===== config.mk =====
export PLATFORM = sky130hd
export DESIGN_NAME = rstpin_ctrl
export DESIGN_NICKNAME = d
export VERILOG_FILES = /design/src/rtl/rstpin_pkg.sv /design/src/rtl/rstpin_sync.sv /design/src/rtl/rstpin_arb.sv /design/src/rtl/rstpin_seq.sv /design/src/rtl/rstpin_ctrl.sv
export SDC_FILE = /design/constraint.sdc
export NUM_CORES = 1
export LEC_CHECK = 0
export CORE_UTILIZATION = 49
export DETAILED_ROUTE_END_ITERATION = 10
export PLACE_DENSITY = 0.89
export SLEW_MARGIN = 20
export SYNTH_ARGS = -nofsm -noshare
export SYNTH_HDL_FRONTEND = slang
export SYNTH_HIERARCHICAL = 1
export SYNTH_SLANG_ARGS = --single-unit

===== constraint.sdc =====
create_clock -name clk -period 2.2 [get_ports clk]
set_input_delay 0.44 -clock clk [delete_from_list [all_inputs] [get_ports clk]]
set_output_delay 0.44 -clock clk [all_outputs]
set_load 0.1 [all_outputs]

===== src/rtl/rstpin_pkg.sv =====
package rstpin_pkg;
  localparam int NUM_CAUSES = 6;

  typedef enum logic [2:0] {
    CS_POR  = 3'd0,
    CS_PIN  = 3'd1,
    CS_WDOG = 3'd2,
    CS_ILOP = 3'd3,
    CS_LVD  = 3'd4,
    CS_DBG  = 3'd5
  } cause_e;

  typedef enum logic [1:0] {
    ST_RUN,
    ST_STRETCH,
    ST_SETTLE
  } seq_e;

  // One-hot status word for a cause.
  function automatic logic [NUM_CAUSES-1:0] cause_bit(cause_e c);
    logic [NUM_CAUSES-1:0] v;
    v = '0;
    v[c] = 1'b1;
    return v;
  endfunction

  // Internal request codes: watchdog, illegal opcode and low voltage pass through.
  // Every other value is recorded as illegal opcode.
  function automatic cause_e map_internal(logic [2:0] code);
    case (code)
      3'd2, 3'd3, 3'd4: return cause_e'(code);
      default:          return CS_ILOP;
    endcase
  endfunction
endpackage


===== src/rtl/rstpin_sync.sv =====
module rstpin_sync #(
  parameter int STAGES  = 2,
  parameter bit RST_VAL = 1'b1
) (
  input  logic clk,
  input  logic arst_n,
  input  logic d,
  output logic q
);
  logic [STAGES-1:0] chain;

  always_ff @(posedge clk or negedge arst_n) begin
    if (!arst_n) chain <= {STAGES{RST_VAL}};
    else         chain <= {chain[STAGES-2:0], d};
  end

  assign q = chain[STAGES-1];
endmodule


===== src/rtl/rstpin_arb.sv =====
module rstpin_arb
  import rstpin_pkg::*;
(
  input  logic       in_run,
  input  logic       dbg_req,
  input  logic       int_req,
  input  logic [2:0] int_code,
  input  logic       pin_low_evt,
  output logic       evt,
  output cause_e     evt_cause
);
  always_comb begin
    evt       = 1'b0;
    evt_cause = CS_POR;
    if (in_run) begin
      if (dbg_req) begin
        evt       = 1'b1;
        evt_cause = CS_DBG;
      end else if (int_req) begin
        evt       = 1'b1;
        evt_cause = map_internal(int_code);
      end else if (pin_low_evt) begin
        evt       = 1'b1;
        evt_cause = CS_PIN;
      end
    end
  end
endmodule


===== src/rtl/rstpin_seq.sv =====
module rstpin_seq
  import rstpin_pkg::*;
#(
  parameter int STRETCH_CYC = 66
) (
  input  logic   clk,
  input  logic   por_n,
  input  logic   bus_en,
  input  logic   evt,
  input  cause_e evt_cause,
  input  logic   pin_en,
  input  logic   pin_high,
  output logic   in_run,
  output logic   drive_low,
  output logic   release_evt,
  output logic   sample_mode
);
  localparam int CNT_W = $clog2(STRETCH_CYC + 1);
  localparam logic [CNT_W-1:0] LAST = CNT_W'(STRETCH_CYC - 1);

  seq_e             st;
  logic [CNT_W-1:0] cnt;
  logic             stretch_done;

  assign stretch_done = (st == ST_STRETCH) && bus_en && (cnt == LAST);
  assign release_evt  = (st == ST_SETTLE) && (!pin_en || pin_high);
  assign in_run       = (st == ST_RUN);
  assign drive_low    = (st == ST_STRETCH);

  always_ff @(posedge clk or negedge por_n) begin
    if (!por_n) begin
      st          <= ST_SETTLE;
      cnt         <= '0;
      sample_mode <= 1'b1;
    end else begin
      case (st)
        ST_RUN: if (evt) begin
          st          <= pin_en ? ST_STRETCH : ST_SETTLE;
          cnt         <= '0;
          sample_mode <= (evt_cause == CS_DBG);
        end
        ST_STRETCH: begin
          if (stretch_done)     st  <= ST_SETTLE;
          else if (bus_en)      cnt <= cnt + 1'b1;
        end
        ST_SETTLE: if (release_evt) st <= ST_RUN;
        default: st <= ST_SETTLE;
      endcase
    end
  end
endmodule


===== src/rtl/rstpin_ctrl.sv =====
module rstpin_ctrl
  import rstpin_pkg::*;
#(
  parameter int STRETCH_CYC = 66
) (
  input  logic                  clk,
  input  logic                  por_n,
  input  logic                  bus_en,
  input  logic                  int_rst_req,
  input  logic [2:0]            int_rst_code,
  input  logic                  dbg_force_req,
  input  logic                  pin_in,
  input  logic                  mode_pin,
  input  logic                  cfg_wr,
  input  logic                  cfg_rst_pin_en,
  input  logic                  cfg_bkgd_en,
  output logic                  rst_n_int,
  output logic                  pin_drive_low,
  output logic [NUM_CAUSES-1:0] rst_status,
  output logic                  rst_pin_en,
  output logic                  bkgd_pin_en,
  output logic                  dbg_mode
);
  logic   pin_sync;
  logic   pin_low_evt;
  logic   in_run;
  logic   evt;
  cause_e evt_cause;
  logic   release_evt;
  logic   sample_mode;

  rstpin_sync #(.STAGES(2), .RST_VAL(1'b1)) u_sync (
    .clk(clk), .arst_n(por_n), .d(pin_in), .q(pin_sync)
  );

  assign pin_low_evt = rst_pin_en && !pin_sync;

  rstpin_arb u_arb (
    .in_run(in_run), .dbg_req(dbg_force_req), .int_req(int_rst_req),
    .int_code(int_rst_code), .pin_low_evt(pin_low_evt),
    .evt(evt), .evt_cause(evt_cause)
  );

  rstpin_seq #(.STRETCH_CYC(STRETCH_CYC)) u_seq (
    .clk(clk), .por_n(por_n), .bus_en(bus_en), .evt(evt), .evt_cause(evt_cause),
    .pin_en(rst_pin_en), .pin_high(pin_sync), .in_run(in_run),
    .drive_low(pin_drive_low), .release_evt(release_evt), .sample_mode(sample_mode)
  );

  assign rst_n_int = in_run;

  always_ff @(posedge clk or negedge por_n) begin
    if (!por_n) begin
      rst_pin_en  <= 1'b0;
      bkgd_pin_en <= 1'b1;
      rst_status  <= cause_bit(CS_POR);
      dbg_mode    <= 1'b0;
    end else begin
      if (evt) begin
        rst_status  <= cause_bit(evt_cause);
        bkgd_pin_en <= 1'b1;
      end else if (cfg_wr && in_run) begin
        rst_pin_en  <= rst_pin_en | cfg_rst_pin_en;
        bkgd_pin_en <= cfg_bkgd_en;
      end
      if (release_evt) dbg_mode <= sample_mode ? ~mode_pin : 1'b0;
    end
  end
endmodule


==> results of run 1 <==
-- through the flow --
step | cell area [sq um] | power, mW | hold WS, ps | worst slack [ps]
2_1_floorplan | 1090 | 1.55 | 144 | 60.5
3_3_place_gp | 1380 | 1.85 | 347 | 220
3_5_place_dp | 1380 | 1.88 | 347 | 155
4_1_cts | 1400 | 2.07 | 364 | 464
5_1_grt | 1400 | 2.16 | 368 | 338
6_report | 1400 | 2.06 | 363 | 436
-- worst max path at each step --
stage               slack (ps)          start            to  depth (start not counted)
finish                     440    u_seq/st[0]  u_seq/cnt[2]                          5
global route               340    u_seq/st[0]  u_seq/cnt[2]                          5
CTS                        460    u_seq/st[0]  u_seq/cnt[2]                          5
detailed placement         160  dbg_force_req  u_seq/cnt[2]                          5
global placement           220  dbg_force_req  u_seq/cnt[2]                          5
floorplan                   60     rst_pin_en  u_seq/cnt[2]                          5
-- power breakdown --
part           total (mW)  internal [mW]  leakage, nW  switching (mW)
combinational        1.27          0.380        0.340           0.894
sequential          0.600          0.509        0.262          0.0909
clock               0.186         0.0706       0.0150           0.115
-- per-layer routing --
metal	global-route usage	vias up	part of all wire
li1	-	438	-
met1	0.288	439	0.46
met2	0.350	33	0.50
met3	0.0374	4	0.035
met4	0.0735	0	0.0088
met5	0	-	0
-- cell usage after synthesis, types with 2 or more instances --
cell	n	area share
dfrtp_1	15	0.35
inv_1	11	0.038
nand2_1	7	0.024
dfstp_2	6	0.15
nand3_1	5	0.023
a21o_1	3	0.021
a21oi_1	3	0.014
nor2_1	3	0.010
nor3b_1	3	0.021
o21ai_0	3	0.014
o2bb2ai_1	3	0.024
o32ai_1	3	0.024
a22o_1	2	0.016
ha_1	2	0.023
nand3b_1	2	0.014
o21ai_1	2	0.0092
xnor2_1	2	0.016
-- flip-flops by register name (all words and copies together) (netlist names) --
register / flops
bkgd_pin_en: 1
dbg_mode: 1
rst_pin_en: 1
rst_status: 6
u_seq/cnt: 7
u_seq/sample_mode: 1
u_seq/st: 2
u_sync/chain: 2
-- cells by family (layout without fill, tap and decap cells) --
kind of cell	count (synthesis)	in the layout	share of synthesized area
XOR/XNOR	2	2	0.0162
AND/OR/NAND/NOR	33	33	0.196
AO/OA/AOI/OAI	31	31	0.225
flip-flops	21	21	0.491
adder cells (fa/ha/maj)	2	2	0.0231
buffers and inverters	12	42	0.0484
-- cell type report --
class                      count  area share
inverter                      11      0.0295
tap                           27      0.0241
sequential                    21       0.380
timing repair buffer          27       0.184
clock buffer                   4      0.0188
multi-input combinational     68       0.363
==> results.tsv, run 1 <==
stage	metric	value	unit
worst_setup_path	buffers and inverters on the worst path	0	
worst_setup_path	startpoint type of the worst setup path	flip-flop	
worst_setup_path	crit-path max cell delay	460	ps
synthesis	Synth Warn #	6	
clock_tree	H-tree Lvls	1	
hold_path	hold path endpoint	u_sync/chain[1]	
synthesis	Post-synth EDFFs	0	
floorplan	standard-cell rows	16	
cells_and_area	share of post-route cells with drive strength above 1	0.244	
cells_and_area	most frequent cells in the layout	dfrtp_1 (15), buf_4 (13), clkdlybuf4s50_1 (12)	
worst_setup_path	WS Path Type	reg2reg	
timing	FMAX	0.567	GHz
worst_setup_path	crit path capture type	flip-flop	
synthesis	Post-synth top flop	dfrtp_1	
synthesis	Unique masters post-synth	43	
run	max-cap viol count	0	
global_route	all-layer global routing usage	0.215	
clock_tree	Max Root-Sink Buffers	2	
timing	Fin. Hold Viols	0	
global_route	initial antenna violation count	0	
placement	DP HPWL	1790	microns
clock_tree	CTS Root Cell	clkbuf_4	
pwr	power density cells	1470	nW/um^2
timing	Worst-Margin Slew	442	ps
worst_setup_path	Critical Path RT	2400	ps
drt	drt via density	5.78	
floorplan	Die ar.	2410	sq um
cells_and_area	most common cell after layout, fill and taps aside	dfrtp_1	
drt	Post-DRT Antenna Nets	0	
drt	routed len/inst	15.1	microns
clock_tree	Clk pin slew, worst setup/hold paths	110	ps
clock_tree	CTS tree	built	
hold_path	Hold WC Path Type	reg2reg	
drt	drt total wl	2390	microns
drt	drt pass-1 iters	5	
cells_and_area	diode count	0	
worst_setup_path	Crit path max-delay family	simple AND/OR/NAND/NOR gates	
clock_tree	CTS sink count	21	
timing	Fin Clk Skew	1.30	ps
synthesis	Async SR Flop Fraction	1.00	
floorplan	IO Count	24	
worst_setup_path	data arrival time of the worst path	1960	ps
cells_and_area	synthesis-to-finish area growth	29.2	%
floorplan	DIE WIDTH	49.1	microns
synthesis	Netlist Area Pre-Place	1080	sq um
worst_setup_path	reg2reg start	u_seq/st[0]	
timing	Tmin final	1760	ps
status	status	finished, final reports clean	
cells_and_area	area of the multi-input gates	509	sq um
timing	Slew Limit Fails	0	
floorplan	Die H	49.1	microns
global_route	vias in the first global route	881	
placement	placed cells	154	
synthesis	FF+latch count, synth	21	
hold_path	HP Start	u_sync/chain[0]	
worst_setup_path	internal reg-to-reg setup slack	440	ps
synthesis	Synth Net Count	116	
clock_tree	hold buffers post-CTS	0	
global_route	GRT overflow	0	
placement	Final GP Congestion	0.821	
hold_path	hold path cells	0	
timing	Slew HR	0.704	
pwr	Peak supply drop	1.21	mV
synthesis	Cells after Synth	101	
timing	TNS Setup	0	ps
worst_setup_path	critical path peak fanout	7	
clock_tree	post-cts resize count	0	
worst_setup_path	CP cell instances	nor2_4, o31a_1, nand3_1, and2_4, a211o_1	
cells_and_area	fill count	151	
timing	Final Cycle Share	0.802	
drt	Vias	914	
worst_setup_path	Critical-path top delay cell	dfrtp_1	
clock_tree	total CTS buffers	3	
drt	Residual DRC	0	
worst_setup_path	reg2reg end	u_seq/cnt[2]	
synthesis	Avg Cell Area, Syn	10.7	sq um
floorplan	Core ar.	2020	sq um
global_route	largest net degree at the start of global routing	22	
cells_and_area	Register Area	533	sq um
timing	endpoints failing setup	0	
placement	port bufs	23	
drt	Initial DRC Count	18	
cells_and_area	Layout Utilization	0.693	
clock_tree	worst skew pair latency	300	ps
floorplan	initial core utilization	0.537	
synthesis	Seq/Total Area, Yosys	0.491	
cells_and_area	NumNets Final	147	
global_route	global-route wire length before repair	3910	microns
cells_and_area	final non-filler cell total	158	
pwr	LEAKAGE	0.617	nW
timing	RSZ-0062 raised after global routing	false	
clock_tree	number of setup buffers added after CTS	0	
worst_setup_path	R2R cell count	5	
No activity file was read; power rests on OpenSTA's default activity.
==> run 2, diff against run 1 <==
==> constraint.sdc (replaced) <==
create_clock -name clk -period 1.66 [get_ports clk]
set_input_delay 0.332 -clock clk [delete_from_list [all_inputs] [get_ports clk]]
set_output_delay 0.332 -clock clk [all_outputs]
set_load 0.1 [all_outputs]
==> run 2 against run 1 <==
Sequential share of layout area down 4.9 points. Wire length rose by 16%. Power up 54%. Sequential power up 40%. First-iteration DRC count increased by 17%. Cell count grew 7.0%. Die area unchanged. Cell area is 15% higher. Critical path depth shrank 1. Largest power group unchanged. Highest routed layer unchanged.
==> results.tsv, run 2 (synthesized netlist as in run 1, its figures left out) <==
stage	metric	value	unit	change
worst_setup_path	data arrival time of the worst path	1310	ps	was 1960 ps
drt	Initial DRC Count	21		was 18
drt	Residual DRC	0		unchanged
timing	FMAX	0.608	GHz	
worst_setup_path	R2R cell count	4		was 5
floorplan	Die H	49.1	microns	unchanged
timing	worst hold slack	353	ps	was 363 ps
worst_setup_path	WS Path Type	reg2out		was reg2reg
pwr	combinational share of power	0.657		was 0.619
worst_setup_path	internal reg-to-reg setup slack	40	ps	was 440 ps
drt	Vias	951		was 914
placement	Final GP Congestion	0.813		was 0.821
cells_and_area	synthesis-to-finish area growth	49.0	%	was 29.2%
timing	Fin Clk Skew	10.2	ps	was 1.30 ps
floorplan	standard-cell rows	16		unchanged
drt	drt total wl	2770	microns	was 2390 microns
pwr	Power Internal	1.58	mW	was 0.960 mW
run	max-cap viol count	0		unchanged
drt	drt pass-1 iters	4		was 5
pwr	Sequential Power Share	0.265		was 0.291
pwr	power share of the clock group	0.079		was 0.090
cells_and_area	share of post-route cells with drive strength above 1	0.345		was 0.244
drt	Post-DRT Antenna Nets	0		unchanged
worst_setup_path	crit path capture type	output pin		was flip-flop
timing	Tmin final	1640	ps	
floorplan	Die ar.	2410	sq um	unchanged
drt	drt via density	5.63		was 5.78
floorplan	DIE WIDTH	49.1	microns	unchanged
global_route	GRT overflow	0		unchanged
timing	Fin. Hold Viols	0		unchanged
global_route	vias in the first global route	948		was 881
worst_setup_path	CP endpoint	pin_drive_low		was u_seq/cnt[2]
cells_and_area	Top Registers	u_seq/cnt x7, rst_status x6		unchanged
worst_setup_path	Setup crit start	u_seq/st[0]		unchanged
global_route	largest net degree at the start of global routing	22		unchanged
hold_path	Hold WC Path Type	in2async		was reg2reg
cells_and_area	Layout Utilization	0.800		was 0.693
clock_tree	worst skew pair latency	310	ps	was 300 ps
clock_tree	total CTS buffers	3		unchanged
placement	DP HPWL	2040	microns	was 1790 microns
cells_and_area	diode count	0		unchanged
worst_setup_path	reg2reg start	u_sync/chain[1]		was u_seq/st[0]
clock_tree	H-tree Lvls	1		unchanged
pwr	power density cells	1960	nW/um^2	was 1470 nW/um^2
timing	Slew Limit Fails	0		unchanged
worst_setup_path	critical path peak fanout	4		was 7
clock_tree	Clk pin slew, worst setup/hold paths	120	ps	was 110 ps
status	status	finished, final reports clean		unchanged
clock_tree	Max Root-Sink Buffers	2		unchanged
placement	port bufs	23		unchanged
timing	Worst-Margin Slew	437	ps	was 442 ps
timing	Slew HR	0.707		was 0.704
cells_and_area	most frequent cells in the layout	buf_4 (15), dfrtp_1 (13), clkdlybuf4s50_1 (12)		was dfrtp_1 (15), buf_4 (13), clkdlybuf4s50_1 (12)
cells_and_area	most common cell after layout, fill and taps aside	buf_4		was dfrtp_1
pwr	LEAKAGE	0.707	nW	was 0.617 nW
global_route	initial antenna violation count	0		unchanged
timing	RSZ-0062 raised after global routing	true		was false
floorplan	IO Count	24		unchanged
clock_tree	CTS tree	built		unchanged
clock_tree	CTS sink count	21		unchanged
pwr	Switch Pwr	1.59	mW	was 1.10 mW
cells_and_area	Top reg by flops	u_seq/cnt		unchanged
drt	routed len/inst	16.4	microns	was 15.1 microns
floorplan	initial core utilization	0.537		unchanged
global_route	global-route wire length before repair	4390	microns	was 3910 microns
floorplan	Core ar.	2020	sq um	unchanged
worst_setup_path	startpoint type of the worst setup path	flip-flop		unchanged
worst_setup_path	Critical Path RT	1330	ps	was 2400 ps
pwr	Net Sw Frac	0.502		was 0.534
worst_setup_path	reg2reg end	rst_status[0]		was u_seq/cnt[2]
global_route	all-layer global routing usage	0.247		was 0.215
pwr	Peak supply drop	1.64	mV	was 1.21 mV
cells_and_area	NumNets Final	158		was 147
timing	endpoints failing setup	0		unchanged
cells_and_area	max reg flops	7		unchanged
timing	Final Cycle Share	0.991		
clock_tree	CTS Root Cell	clkbuf_4		unchanged
-- run 2: timing repair --
action / 4_1_cts / 5_1_grt
gates resized for setup: 0 / 1
hold endpoints to repair: 0 / 0
hold buffers: 0 / 0
setup buffers: 2 / 4
pin swaps: 0 / 2
endpoints found under the setup margin: 1 / 8
-- run 2: critical path: stages (launching register included) --
cell	delay, ps
dfrtp_2	460
buf_4	160
inv_1	160
nor2_4	60
buf_12	160
-- run 2: per-stage QoR --
step / total power, mW / TNS [ps] / area [sq um] / worst slack (ps) / std cells
after global routing: 3.29 / -197 / 1620 / -69.2 / 169
final: 3.17 / 0 / 1620 / 15.8 / 169
after global placement: 2.77 / -950 / 1550 / -152 / 160
after CTS: 3.12 / 0 / 1590 / 7.49 / 166
after floorplan: 2.08 / -2780 / 1110 / -344 / 101
after detailed placement: 2.83 / -1690 / 1550 / -250 / 160
-- run 2: worst min path at each step --
stage | endpoint | slack, ps | cells after the start
2_1_floorplan | dbg_mode | 40 | 0
3_3_place_gp | u_sync/chain[1] | 350 | 0
3_5_place_dp | u_sync/chain[1] | 350 | 0
4_1_cts | u_seq/st[0] | 350 | 2
5_1_grt | rst_status[5] | 370 | 2
6_report | u_seq/st[0] | 350 | 2
-- run 2: layout make-up --
type | count | area, sq um
clock buffer | 3 | 22.5
clock inverter | 1 | 5.00
fill | 122 | 405
inverter | 11 | 41.3
multi-input combinational | 68 | 526
sequential | 21 | 536
tap | 27 | 33.8
timing repair buffer | 38 | 453
-- run 2: power by group through the flow --
| stage | combinational, mW | sequential [mW] | clock [mW] |
|---|---|---|---|
| 6_report | 2.08 | 0.840 | 0.249 |
| 5_1_grt | 2.16 | 0.851 | 0.279 |
| 4_1_cts | 2.02 | 0.841 | 0.257 |
| 3_5_place_dp | 1.97 | 0.866 | 0 |
| 3_3_place_gp | 1.92 | 0.846 | 0 |
| 2_1_floorplan | 0.735 | 1.35 | 0 |
-- run 2: routing by layer --
layer  part of all wire  vias to the layer above  track usage  routed length (microns)
met2               0.50                       18        0.405                     1390
li1                   -                      457            -                        -
met4              0.026                        0        0.147                       72
met5                  0                        -            0                        0
met3              0.026                        7       0.0374                       71
met1               0.44                      469        0.307                     1230
==> run 3, diff against run 2 <==
--- a/config.mk
+++ b/config.mk
@@ -8,6 +8,7 @@
 export CORE_UTILIZATION = 49
 export DETAILED_ROUTE_END_ITERATION = 10
 export PLACE_DENSITY = 0.89
+export SKIP_CTS_REPAIR_TIMING = 1
 export SLEW_MARGIN = 20
 export SYNTH_ARGS = -nofsm -noshare
 export SYNTH_HDL_FRONTEND = slang
==> constraint.sdc (replaced) <==
create_clock -name clk -period 1.66 [get_ports clk]
set_input_delay 0.415 -clock clk [delete_from_list [all_inputs] [get_ports clk]]
set_output_delay 0.415 -clock clk [all_outputs]
set_load 0.1 [all_outputs]
==> run 3 against run 2 <==
Critical endpoint is now rst_status[2]. Core utilization increased by 2.4 points. Via count up 6.8%. Largest power group unchanged. Critical path type is now reg2reg. Critical path depth up 1. Die area is the same. Cell area grew 3.0%. Clock power about the same. Global-route usage decreased by 0.12 points. The run now ends with negative setup slack left. Clock skew shrank 7.5 ps. Highest routed layer unchanged.
==> results.tsv, run 3 (synthesized netlist as in run 1, its figures left out) <==
stage	metric	value	unit	change
pwr	Net Sw Frac	0.494		was 0.502
global_route	initial antenna violation count	0		unchanged
floorplan	DIE WIDTH	49.1	microns	unchanged
worst_setup_path	CP cell instances	nor2_4, o31a_1, o41a_1, and4bb_1, a21o_1		was buf_4, inv_1, nor2_4, buf_12
timing	Worst-Margin Slew	496	ps	was 437 ps
timing	Setup WS post-layout	-35.8	ps	was 15.8 ps
cells_and_area	Top reg by flops	u_seq/cnt		unchanged
hold_path	HP Start	u_sync/chain[0]		
timing	Fin Clk Skew	2.65	ps	was 10.2 ps
timing	Final Cycle Share	1.02		was 0.991
worst_setup_path	reg2reg start	u_seq/st[0]		was u_sync/chain[1]
pwr	Peak supply drop	1.70	mV	was 1.64 mV
clock_tree	CTS sink count	21		unchanged
worst_setup_path	crit path capture type	flip-flop		was output pin
drt	routed len/inst	17.0	microns	was 16.4 microns
placement	Final GP Congestion	0.817		was 0.813
clock_tree	total CTS buffers	3		unchanged
pwr	Sequential Power Share	0.253		was 0.265
worst_setup_path	data arrival time of the worst path	1910	ps	was 1310 ps
cells_and_area	max reg flops	7		unchanged
drt	Residual DRC	0		unchanged
cells_and_area	most common cell after layout, fill and taps aside	buf_4		unchanged
global_route	vias in the first global route	951		was 948
drt	Initial DRC Count	23		was 21
placement	port bufs	23		unchanged
floorplan	Die H	49.1	microns	unchanged
hold_path	hold path endpoint	u_sync/chain[1]		
global_route	GRT overflow	0		unchanged
hold_path	hold path cells	0		
worst_setup_path	startpoint type of the worst setup path	flip-flop		unchanged
timing	RSZ-0062 raised after global routing	true		unchanged
cells_and_area	diode count	0		unchanged
floorplan	Core ar.	2020	sq um	unchanged
pwr	power share of the clock group	0.075		was 0.079
worst_setup_path	Critical Path RT	1870	ps	was 1330 ps
clock_tree	CTS Root Cell	clkbuf_4		unchanged
global_route	all-layer global routing usage	0.246		was 0.247
worst_setup_path	R2R cell count	5		was 4
hold_path	Hold WC Path Type	reg2reg		was in2async
global_route	global-route wire length before repair	4420	microns	was 4390 microns
pwr	total power	3.33	mW	was 3.17 mW
drt	drt via density	5.91		was 5.63
cells_and_area	Top Registers	u_seq/cnt x7, rst_status x6		unchanged
timing	Slew HR	0.667		was 0.707
pwr	Power Internal	1.69	mW	was 1.58 mW
run	max-cap viol count	0		unchanged
cells_and_area	NumNets Final	161		was 158
timing	Fin. Hold Viols	0		unchanged
placement	DP Worst Slack	-295	ps	was -250 ps
clock_tree	Max Root-Sink Buffers	2		unchanged
cells_and_area	most frequent cells in the layout	buf_4 (16), dfrtp_1 (13), clkdlybuf4s50_1 (12)		was buf_4 (15), dfrtp_1 (13), clkdlybuf4s50_1 (12)
drt	Vias	1016		was 951
drt	drt pass-1 iters	4		unchanged
worst_setup_path	reg2reg end	rst_status[2]		was rst_status[0]
clock_tree	CTS tree	built		unchanged
floorplan	standard-cell rows	16		unchanged
drt	Post-DRT Antenna Nets	0		unchanged
pwr	LEAKAGE	0.726	nW	was 0.707 nW
global_route	largest net degree at the start of global routing	22		unchanged
placement	DP HPWL	1960	microns	was 2040 microns
status	status	finished, violations left		was finished, final reports clean
clock_tree	H-tree Lvls	1		unchanged
floorplan	Die ar.	2410	sq um	unchanged
floorplan	IO Count	24		unchanged
floorplan	initial core utilization	0.537		unchanged
timing	Slew Limit Fails	0		unchanged
worst_setup_path	WS Path Type	reg2reg		was reg2out
worst_setup_path	crit-path max cell delay	470	ps	was 460 ps
pwr	power density cells	2000	nW/um^2	was 1960 nW/um^2
worst_setup_path	internal reg-to-reg setup slack	-40	ps	was 40 ps
cells_and_area	share of post-route cells with drive strength above 1	0.366		was 0.345
cells_and_area	synthesis-to-finish area growth	53.5	%	was 49.0%
cells_and_area	Layout Utilization	0.824		was 0.800
timing	endpoints failing setup	4		was 0
clock_tree	Clk pin slew, worst setup/hold paths	120	ps	about the same
worst_setup_path	Critical-path top delay cell	dfrtp_2		unchanged
clock_tree	worst skew pair latency	300	ps	was 310 ps
timing	Tmin final	1700	ps	was 1640 ps
pwr	Switch Pwr	1.64	mW	was 1.59 mW
worst_setup_path	critical path peak fanout	6		was 4
pwr	combinational share of power	0.671		was 0.657
drt	drt total wl	2930	microns	was 2770 microns
status	violated checks	negative setup slack		
timing	FMAX	0.590	GHz	was 0.608 GHz
run 3: how the worst max path moves through the flow:
stage / from / end
2_1_floorplan: u_seq/st[0] / rst_status[2]
3_3_place_gp: int_rst_code[0] / rst_status[0]
3_5_place_dp: int_rst_req / rst_status[2]
4_1_cts: u_seq/st[1] / rst_n_int
5_1_grt: u_seq/st[0] / rst_status[2]
6_report: u_seq/st[0] / rst_status[2]
run 3: area by class of cell:
cell class	count	area, sq um
Inverter	11	41.3
Sequential cell	21	536
Fill cell	98	357
Multi-Input combinational cell	68	546
Tap cell	27	33.8
Clock buffer	4	26.3
Timing Repair Buffer	41	483
run 3: worst max-delay path, delay by kind of cell (launching register included):
kind	cells	cell delay, ps
AND/OR/NAND/NOR	2	410
flip-flops	1	470
AO/OA/AOI/OAI	3	720
run 3: per-stage QoR:
step,cell area (sq um),hold slack [ps],TNS [ps],std cells
floorplan,1110,119,-2780,101
global placement,1560,347,-2310,161
detailed placement,1560,349,-3100,161
CTS,1580,366,-151,165
global route,1670,376,-469,172
finish,1670,365,-115,172
run 3: per-layer routing:
layer,vias up,share of wire,GRT usage
met1,504,0.41,0.312
met5,-,0,0
met2,39,0.53,0.410
met4,0,0.018,0.118
met3,6,0.039,0.0374
li1,467,-,-
run 3: power by group through the flow:
stage          sequential [mW]  combinational, mW  clock, mW
2_1_floorplan             1.35              0.735          0
3_3_place_gp             0.838               1.94          0
3_5_place_dp             0.851               1.99          0
4_1_cts                  0.843               2.00      0.259
5_1_grt                  0.854               2.33      0.279
6_report                 0.843               2.24      0.251
